===== config.mk =====
export PLATFORM = sky130hd
export DESIGN_NAME = dskc_seq
export DESIGN_NICKNAME = d
export VERILOG_FILES = /design/src/rtl/dskc_pkg.sv /design/src/rtl/dskc_tmr.sv /design/src/rtl/dskc_sbuf.sv /design/src/rtl/dskc_seq.sv
export SDC_FILE = /design/constraint.sdc
export NUM_CORES = 2
export LEC_CHECK = 0
export BUFFER_PORTS_ARGS = -buffer_cell sky130_fd_sc_hd__buf_2
export CORE_MARGIN = 4
export CORE_UTILIZATION = 55
export CTS_CLUSTER_DIAMETER = 200
export CTS_CLUSTER_SIZE = 16
export DETAILED_ROUTE_END_ITERATION = 8
export GPL_ROUTABILITY_DRIVEN = 0
export HOLD_SLACK_MARGIN = 0.15
export PLACE_DENSITY = 0.74
export SETUP_SLACK_MARGIN = 0.02
export SLEW_MARGIN = 30
export SYNTH_ARGS = -nofsm -noshare
export SYNTH_HDL_FRONTEND = slang
export SYNTH_SLANG_ARGS = --single-unit

===== constraint.sdc =====
create_clock -name clk -period 6 [get_ports clk]
set_input_delay 0.6 -clock clk [delete_from_list [all_inputs] [get_ports clk]]
set_output_delay 0.6 -clock clk [all_outputs]
set_load 0.005 [all_outputs]

===== src/rtl/dskc_pkg.sv =====
`timescale 1ns/1ps
package dskc_pkg;
   typedef enum logic [2:0] {
      ST_IDLE, ST_FILL, ST_EMPTY, ST_SECT, ST_TRK, ST_ENG, ST_LOCAL
   } dskc_state_e;

   localparam logic [2:0] FN_FILL  = 3'd0;
   localparam logic [2:0] FN_EMPTY = 3'd1;
   localparam logic [2:0] FN_WRSEC = 3'd2;
   localparam logic [2:0] FN_RDSEC = 3'd3;
   localparam logic [2:0] FN_STAT  = 3'd5;
   localparam logic [2:0] FN_WRDEL = 3'd6;
   localparam logic [2:0] FN_ECODE = 3'd7;

   localparam int B_GO   = 0;
   localparam int B_FN   = 1;
   localparam int B_DRV  = 4;
   localparam int B_DONE = 5;
   localparam int B_IE   = 6;
   localparam int B_TR   = 7;
   localparam int B_INIT = 14;
   localparam int B_ERR  = 15;
endpackage


===== src/rtl/dskc_tmr.sv =====
`timescale 1ns/1ps
module dskc_tmr #(
   parameter int unsigned DLY = 2
) (
   input  logic clk,
   input  logic rst_n,
   input  logic clr,
   input  logic start,
   output logic fire
);
   generate
      if (DLY < 1) begin : g_bad
         $error("dskc_tmr: DLY must be at least 1");
      end
      if (DLY == 1) begin : g_one
         logic busy_q;
         always_ff @(posedge clk) begin
            if (!rst_n || clr) busy_q <= 1'b0;
            else if (start)    busy_q <= 1'b1;
            else               busy_q <= 1'b0;
         end
         assign fire = busy_q;
      end else begin : g_cnt
         localparam int CW = $clog2(DLY + 1);
         logic [CW-1:0] cnt_q;
         always_ff @(posedge clk) begin
            if (!rst_n || clr)       cnt_q <= '0;
            else if (start)          cnt_q <= CW'(DLY);
            else if (cnt_q != '0)    cnt_q <= cnt_q - 1'b1;
         end
         assign fire = (cnt_q == CW'(1));
      end
   endgenerate
endmodule


===== src/rtl/dskc_sbuf.sv =====
`timescale 1ns/1ps
module dskc_sbuf #(
   parameter int DEPTH = 128,
   parameter int W     = 8,
   localparam int AW   = $clog2(DEPTH)
) (
   input  logic          clk,
   input  logic          we_a,
   input  logic [AW-1:0] addr_a,
   input  logic [W-1:0]  wdata_a,
   output logic [W-1:0]  rdata_a,
   input  logic          we_b,
   input  logic [AW-1:0] addr_b,
   input  logic [W-1:0]  wdata_b,
   output logic [W-1:0]  rdata_b
);
   logic [W-1:0] mem [DEPTH];

   generate
      for (genvar i = 0; i < DEPTH; i++) begin : g_ent
         always_ff @(posedge clk) begin
            if (we_a && addr_a == AW'(i))      mem[i] <= wdata_a;
            else if (we_b && addr_b == AW'(i)) mem[i] <= wdata_b;
         end
      end
   endgenerate

   assign rdata_a = mem[addr_a];
   assign rdata_b = mem[addr_b];
endmodule


===== src/rtl/dskc_seq.sv =====
`timescale 1ns/1ps
module dskc_seq
   import dskc_pkg::*;
#(
   parameter int NBYTES   = 128,
   parameter int XFER_DLY = 2,
   parameter int SECT_W   = 7,
   parameter int TRK_W    = 8,
   localparam int AW      = $clog2(NBYTES),
   localparam int PW      = AW + 1
) (
   input  logic              clk,
   input  logic              rst_n,
   input  logic              bus_sel,
   input  logic              bus_wr,
   input  logic [1:0]        bus_addr,
   input  logic              bus_byte,
   input  logic [15:0]       bus_wdata,
   output logic [15:0]       bus_rdata,
   output logic              irq,
   output logic              eng_start,
   output logic              eng_pwrup,
   output logic [2:0]        eng_func,
   output logic              eng_drive,
   output logic [SECT_W-1:0] eng_sector,
   output logic [TRK_W-1:0]  eng_track,
   input  logic              eng_done,
   input  logic [7:0]        eng_ecode,
   input  logic [7:0]        eng_status,
   input  logic [AW-1:0]     eng_buf_addr,
   input  logic              eng_buf_we,
   input  logic [7:0]        eng_buf_wdata,
   output logic [7:0]        eng_buf_rdata
);
   localparam logic [PW-1:0] PTR_END  = PW'(NBYTES);
   localparam logic [PW-1:0] PTR_LAST = PW'(NBYTES - 1);

   generate
      if (NBYTES < 2 || (1 << AW) != NBYTES) begin : g_bad_n
         $error("dskc_seq: NBYTES must be a power of two");
      end
      if (SECT_W < 1 || SECT_W > 8 || TRK_W < 1 || TRK_W > 8) begin : g_bad_w
         $error("dskc_seq: sector and track widths must be 1..8");
      end
   endgenerate

   dskc_state_e       st_q;
   logic [7:0]        data_q, esr_q, ecode_q;
   logic [SECT_W-1:0] sect_q;
   logic [TRK_W-1:0]  trk_q;
   logic              err_q, tr_q, ie_q, done_q, drv_q, irq_q;
   logic [2:0]        func_q;
   logic [PW-1:0]     ptr_q;
   logic              start_q, pwrup_q;

   // ---------------- host access decode ----------------
   logic [15:0] csr_view, csr_new;
   logic        acc_csr_wr, acc_db_wr, acc_db_rd;
   logic        do_init, do_go, do_ie, db_take, host_xfer;
   logic        csr_unused;

   assign csr_view = {err_q, 7'b0, tr_q, ie_q, done_q, drv_q, func_q, 1'b0};
   assign csr_new  = !bus_byte   ? bus_wdata :
                     bus_addr[0] ? {bus_wdata[7:0], csr_view[7:0]} :
                                   {csr_view[15:8], bus_wdata[7:0]};
   assign csr_unused = ^{csr_new[15], csr_new[13:7], csr_new[5]};

   assign acc_csr_wr = bus_sel && bus_wr && !bus_addr[1];
   assign acc_db_wr  = bus_sel && bus_wr && bus_addr[1] && !(bus_byte && bus_addr[0]);
   assign acc_db_rd  = bus_sel && !bus_wr && bus_addr[1];

   assign do_init = acc_csr_wr && csr_new[B_INIT];
   assign do_go   = acc_csr_wr && !csr_new[B_INIT] && csr_new[B_GO] && (st_q == ST_IDLE);
   assign do_ie   = acc_csr_wr && !csr_new[B_INIT] && !do_go;
   assign db_take = acc_db_wr && ((st_q == ST_IDLE) || tr_q);

   assign host_xfer = (db_take && (st_q == ST_FILL || st_q == ST_SECT || st_q == ST_TRK))
                    || (acc_db_rd && st_q == ST_EMPTY && tr_q);

   logic [2:0] go_fn;
   logic       go_needs_tmr;
   assign go_fn        = csr_new[B_FN +: 3];
   assign go_needs_tmr = !(go_fn == FN_FILL || go_fn == FN_WRSEC ||
                           go_fn == FN_RDSEC || go_fn == FN_WRDEL);

   // ---------------- pacing timer ----------------
   logic fire;
   dskc_tmr #(.DLY(XFER_DLY)) u_tmr (
      .clk   (clk),
      .rst_n (rst_n),
      .clr   (do_init),
      .start (host_xfer || (do_go && go_needs_tmr)),
      .fire  (fire)
   );

   // ---------------- sector buffer ----------------
   logic [7:0] buf_rd;
   dskc_sbuf #(.DEPTH(NBYTES), .W(8)) u_sbuf (
      .clk     (clk),
      .we_a    (fire && st_q == ST_FILL),
      .addr_a  (ptr_q[AW-1:0]),
      .wdata_a (data_q),
      .rdata_a (buf_rd),
      .we_b    (eng_buf_we),
      .addr_b  (eng_buf_addr),
      .wdata_b (eng_buf_wdata),
      .rdata_b (eng_buf_rdata)
   );

   // ---------------- completion decode ----------------
   logic       fin, fin_eng;
   logic [7:0] fin_code, fin_stat;
   assign fin_eng  = (st_q == ST_ENG) && eng_done;
   assign fin      = fin_eng ||
                     (fire && ((st_q == ST_FILL  && ptr_q == PTR_LAST) ||
                               (st_q == ST_EMPTY && ptr_q == PTR_END)  ||
                               (st_q == ST_LOCAL)));
   assign fin_code = fin_eng ? eng_ecode  : 8'h00;
   assign fin_stat = fin_eng ? eng_status : esr_q;

   // ---------------- sequencer ----------------
   always_ff @(posedge clk) begin
      if (!rst_n || do_init) begin
         data_q  <= '0;  esr_q  <= '0;  ecode_q <= '0;
         sect_q  <= '0;  trk_q  <= '0;
         err_q   <= 1'b0; tr_q  <= 1'b0; ie_q   <= 1'b0;
         done_q  <= 1'b0; drv_q <= 1'b0; irq_q  <= 1'b0;
         func_q  <= '0;   ptr_q <= '0;
         st_q    <= rst_n ? ST_ENG : ST_IDLE;
         start_q <= rst_n;
         pwrup_q <= rst_n;
      end else begin
         start_q <= 1'b0;
         if (do_go) begin
            err_q  <= 1'b0;
            done_q <= 1'b0;
            irq_q  <= 1'b0;
            ie_q   <= csr_new[B_IE];
            drv_q  <= csr_new[B_DRV];
            func_q <= go_fn;
            ptr_q  <= '0;
            unique case (go_fn)
               FN_FILL:                    begin st_q <= ST_FILL; tr_q <= 1'b1; end
               FN_EMPTY:                   begin st_q <= ST_EMPTY; tr_q <= 1'b0; end
               FN_WRSEC, FN_RDSEC, FN_WRDEL: begin st_q <= ST_SECT; tr_q <= 1'b1; end
               default:                    begin st_q <= ST_LOCAL; tr_q <= 1'b0; end
            endcase
         end else begin
            if (db_take)   data_q <= bus_wdata[7:0];
            if (host_xfer) tr_q   <= 1'b0;
            if (fin) begin
               st_q   <= ST_IDLE;
               done_q <= 1'b1;
               tr_q   <= 1'b0;
               if (ie_q) irq_q <= 1'b1;
               if (fin_eng) esr_q <= eng_status;
               if (!fin_eng && func_q == FN_ECODE) begin
                  data_q <= ecode_q;
               end else begin
                  ecode_q <= fin_code;
                  if (fin_code != 8'h00) err_q <= 1'b1;
                  data_q  <= fin_stat;
               end
            end else if (fire) begin
               unique case (st_q)
                  ST_FILL: begin
                     ptr_q <= ptr_q + 1'b1;
                     tr_q  <= 1'b1;
                  end
                  ST_EMPTY: begin
                     data_q <= buf_rd;
                     ptr_q  <= ptr_q + 1'b1;
                     tr_q   <= 1'b1;
                  end
                  ST_SECT: begin
                     sect_q <= data_q[SECT_W-1:0];
                     tr_q   <= 1'b1;
                     st_q   <= ST_TRK;
                  end
                  ST_TRK: begin
                     trk_q   <= data_q[TRK_W-1:0];
                     start_q <= 1'b1;
                     pwrup_q <= 1'b0;
                     st_q    <= ST_ENG;
                  end
                  default: ;
               endcase
            end
            if (do_ie) begin
               ie_q  <= csr_new[B_IE];
               irq_q <= csr_new[B_IE] && (done_q || fin);
            end
         end
      end
   end

   // ---------------- outputs ----------------
   assign bus_rdata  = bus_addr[1] ? {8'h00, data_q}
                                   : {err_q, 7'b0, tr_q, ie_q, done_q, 5'b0};
   assign irq        = irq_q;
   assign eng_start  = start_q;
   assign eng_pwrup  = pwrup_q;
   assign eng_func   = func_q;
   assign eng_drive  = drv_q;
   assign eng_sector = sect_q;
   assign eng_track  = trk_q;
endmodule


==> run_results.csv <==
group,metric,value,unit
outcome,status,"finished clean",
route,detailedRoute.firstPassIterationCount,6,
flow_run,maxCapViolations,0,
die,top_level_ports,102,
placement,pre_cts_ws,1.302,ns
sta,skew,0.04770,ns
setup_path,worst_setup_path_end_kind,"output port",
finish,synthToLayoutAreaGrowth,6.785,%
route,route.final.wire_length,207.0,mm
placement,detailed_place.area,67180,sq um
global_route,global_route.overflow_total,0,
finish,layout_commonest_cell,"sky130_fd_sc_hd__mux2_2",
sta,final-hold-violation-count,0,
finish,nNetsFinal,4160,
setup_path,worst-path-max-fanout,40,
logic_synthesis,post_synth_inst_count,4286,
setup_path,cp.arrival,4.07,ns
sta,setup-tns-final,0,ns
global_route,grt_first_pass_wirelength,296.9,mm
route,post_drt_wl_per_cell,36.49,um
finish,most-common-layout-cells,"sky130_fd_sc_hd__mux2_2, sky130_fd_sc_hd__edfxtp_1, sky130_fd_sc_hd__mux4_2",
clock_tree,cts_buffer_depth,3,
worst_hold_path,hold_path_class,"in -> reg",
clock_tree,path_clk_slew,0.08,ns
die,chipWidth,353.0,um
clock_tree,cts.repair.resized,0,
die,die-height,353.0,um
sta,drv_slew,0,
route,final_antenna_net_count,0,
finish,layout.cell_area.non_filler,69900,sq um
setup_path,setup_crit_start_kind,"input pin",
logic_synthesis,synth_async_sr_flop_share,0,%
route,routed-via-count,42650,
finish,num-fill-cells,8866,
pwr,vdd.ir_drop.worst,0.0002031,V
sta,period_needed,4.673,ns
route,drc,0,
pwr,power_density_over_cell_area,208.4,nW/um^2
setup_path,timing_worst_setup_path_type,"in -> out",
sta,rsz0062_at_grt,"no",
clock_tree,postCtsHoldBufs,16,
sta,slew_headroom,21.66,%
sta,tightest_slew,1.172,ns
sta,postLayoutSetupSlackWorst,1.327,ns
finish,drive_above_1_share,50.39,%
route,drtIter0Drc,6612,
route,viasPerCell,7.519,
setup_path,crit_required,5.40,ns
clock_tree,cts-htree-levels,3,
clock_tree,cts_setup_buffers,0,
pwr,power.leakage,0.02357,uW
logic_synthesis,synthesis.area,65460,sq um
die,floorplan.core_area,118100,sq um
global_route,largest_net_degree_at_the_start_of_global_routing,97,
logic_synthesis,yosys_warnings,0,
logic_synthesis,synth.ff_latch_count,1094,
die,fp_rows,126,
logic_synthesis,count_of_different_cell_masters_after_synthesis,58,
sta,setup-violations-final,0,
global_route,first_global_vias,41670,
placement,numPortBuffers,87,
global_route,gr-usage-all-layers,32.59,%
sta,max_freq,214.0,MHz
die,die-area,124600,sq um
clock_tree,cts-root-buf,"sky130_fd_sc_hd__clkbuf_16",
logic_synthesis,synth_sequential_area_ratio,49.18,%
sta,post_route_clock_period_utilization,77.88,%
clock_tree,clock_tree_from_tritoncts,"built",
logic_synthesis,synth_flop_cell,"sky130_fd_sc_hd__edfxtp_1",
placement,post-dp-hpwl,135.0,mm
logic_synthesis,post_synth_edffs,1028,
clock_tree,sinks_on_the_clock_net,1094,
logic_synthesis,syn-mean-instance-area,15.27,sq um
die,initial_core_util,55.44,%
clock_tree,cts_made_buffers,78,
clock_tree,clk-insertion-delay-late,0.70,ns
global_route,antenna_found_initial,10,
[area by class of cell]
| cell class | count | area [sq um] | share of cell area, % |
|---|---|---|---|
| Multi-Input combinational cell | 2672 | 31550 | 45.14 |
| Timing Repair Buffer | 245 | 1972 | 2.821 |
| Inverter | 9 | 33.78 | 0.04833 |
| Sequential cell | 1094 | 32230 | 46.11 |
| Clock inverter | 7 | 103.9 | 0.1486 |
| Antenna cell | 5 | 12.51 | 0.01790 |
| Clock buffer | 105 | 2074 | 2.968 |
| Tap cell | 1536 | 1922 | 2.749 |
[worst max-delay path, cell delays in order]
cell and delay [ns]:
sky130_fd_sc_hd__buf_8 0.30, sky130_fd_sc_hd__buf_16 0.37, sky130_fd_sc_hd__buf_12 0.36, sky130_fd_sc_hd__mux4_2 0.62, sky130_fd_sc_hd__mux4_2 0.58, sky130_fd_sc_hd__mux4_2 0.61, sky130_fd_sc_hd__mux2_2 0.36, sky130_fd_sc_hd__buf_2 0.14
[kinds of logic after synthesis]
kind of cell	share of synthesized area, %
flip-flops	49.18
other	0.005729
XOR/XNOR	0.09366
adder cells (fa/ha/maj)	0.1070
multiplexers	39.02
AO/OA/AOI/OAI	4.446
buffers and inverters	3.209
AND/OR/NAND/NOR	3.945
[power by group]
part | internal (uW) | total, uW | switching [uW]
Sequential | 8270 | 8300 | 30.1
Clock | 2430 | 5180 | 2750
Combinational | 443 | 1090 | 645
Total | 11100 | 14600 | 3420
[routing by layer]
layer / vias to the layer above / part of all wire [%] / track usage, %
met4: 6 / 5.7 / 14.56
met1: 22110 / 36 / 42.98
met5: - / 0.020 / 0
met3: 540 / 12 / 9.090
met2: 2944 / 46 / 50.89
li1: 17060 / - / -
[flip-flops by register name, indices dropped and copies added (netlist names), named ones only]
name	cells
eng_sector	7
ptr_q	8
u_sbuf.mem	1024
eng_pwrup	1
eng_start	1
irq	1
u_tmr.g_cnt.cnt_q	2
err_q	1
ie_q	1
ecode_q	8
eng_drive	1
done_q	1
data_q	8
st_q	3
tr_q	1
eng_func	3
esr_q	8
eng_track	8
[cell usage after synthesis (3+ instances only)]
| cell | count | area [sq um] |
|---|---|---|
| sky130_fd_sc_hd__mux2_2 | 1037 | 11680 |
| sky130_fd_sc_hd__edfxtp_1 | 1028 | 30870 |
| sky130_fd_sc_hd__mux4_2 | 576 | 12970 |
| sky130_fd_sc_hd__clkbuf_1 | 395 | 1483 |
| sky130_fd_sc_hd__nor2_1 | 162 | 608.1 |
| sky130_fd_sc_hd__o22ai_1 | 159 | 994.7 |
| sky130_fd_sc_hd__nand2_1 | 143 | 536.8 |
| sky130_fd_sc_hd__mux2i_1 | 89 | 890.9 |
| sky130_fd_sc_hd__nand3_1 | 89 | 445.4 |
| sky130_fd_sc_hd__dfxtp_1 | 66 | 1321 |
| sky130_fd_sc_hd__buf_2 | 56 | 280.3 |
| sky130_fd_sc_hd__buf_1 | 54 | 202.7 |
| sky130_fd_sc_hd__o21ai_1 | 39 | 195.2 |
| sky130_fd_sc_hd__nor3_2 | 33 | 330.3 |
| sky130_fd_sc_hd__a22oi_1 | 32 | 240.2 |
| sky130_fd_sc_hd__a21oi_1 | 31 | 155.2 |
| sky130_fd_sc_hd__o21ai_0 | 30 | 150.1 |
| sky130_fd_sc_hd__o21ai_2 | 26 | 227.7 |
| sky130_fd_sc_hd__a22o_1 | 24 | 210.2 |
| sky130_fd_sc_hd__a221oi_1 | 18 | 157.7 |
| sky130_fd_sc_hd__a211oi_1 | 14 | 105.1 |
| sky130_fd_sc_hd__nor2b_1 | 13 | 81.33 |
| sky130_fd_sc_hd__nand2b_1 | 12 | 75.07 |
| sky130_fd_sc_hd__and2_1 | 11 | 68.82 |
| sky130_fd_sc_hd__buf_4 | 9 | 67.56 |
| sky130_fd_sc_hd__inv_1 | 9 | 33.78 |
| sky130_fd_sc_hd__o211ai_1 | 9 | 67.56 |
| sky130_fd_sc_hd__o221ai_1 | 9 | 78.83 |
| sky130_fd_sc_hd__or2_2 | 9 | 56.30 |
| sky130_fd_sc_hd__a31o_2 | 8 | 70.07 |
| sky130_fd_sc_hd__a41o_1 | 8 | 80.08 |
| sky130_fd_sc_hd__and3_1 | 8 | 50.05 |
| sky130_fd_sc_hd__nand3b_1 | 8 | 60.06 |
| sky130_fd_sc_hd__nand4_1 | 7 | 43.79 |
| sky130_fd_sc_hd__nor3_1 | 7 | 35.03 |
| sky130_fd_sc_hd__xnor2_1 | 7 | 61.31 |
| sky130_fd_sc_hd__a311oi_2 | 6 | 90.09 |
| sky130_fd_sc_hd__nor4_1 | 6 | 37.54 |
| sky130_fd_sc_hd__nor3b_1 | 5 | 37.54 |
| sky130_fd_sc_hd__ha_1 | 4 | 50.05 |
| sky130_fd_sc_hd__or3_1 | 4 | 25.02 |
| sky130_fd_sc_hd__buf_6 | 3 | 33.78 |
| sky130_fd_sc_hd__or3b_2 | 3 | 26.28 |
[worst paths after layout]
kind	startpoint	end	slack (ns)	depth (start not counted)
setup reg to reg	st_q[0]$_DFFE_PP_	u_sbuf.mem[73][2]$_DFFE_PP_	1.67	6
setup / recovery	eng_buf_addr[0]	eng_buf_rdata[3]	1.33	8
hold reg to reg	esr_q[0]$_SDFFE_PP0P_	esr_q[0]$_SDFFE_PP0P_	0.46	2
hold / removal	bus_wdata[4]	eng_drive$_SDFFE_PP0P_	0.20	3
[stage by stage]
step | hold slack, ns | std cells | power [uW] | utilization (%)
CTS | 0.1711 | 5658 | 14550 | 58.87
global route | 0.1879 | 5669 | 14890 | 59.19
finish | 0.1955 | 5673 | 14570 | 59.20
global placement | 0.4480 | 5528 | 9491 | 56.77
floorplan | 0.4290 | 4292 | 9141 | -
detailed placement | 0.4497 | 5530 | 9511 | 56.89
No activity file was read; power rests on OpenSTA's default activity.
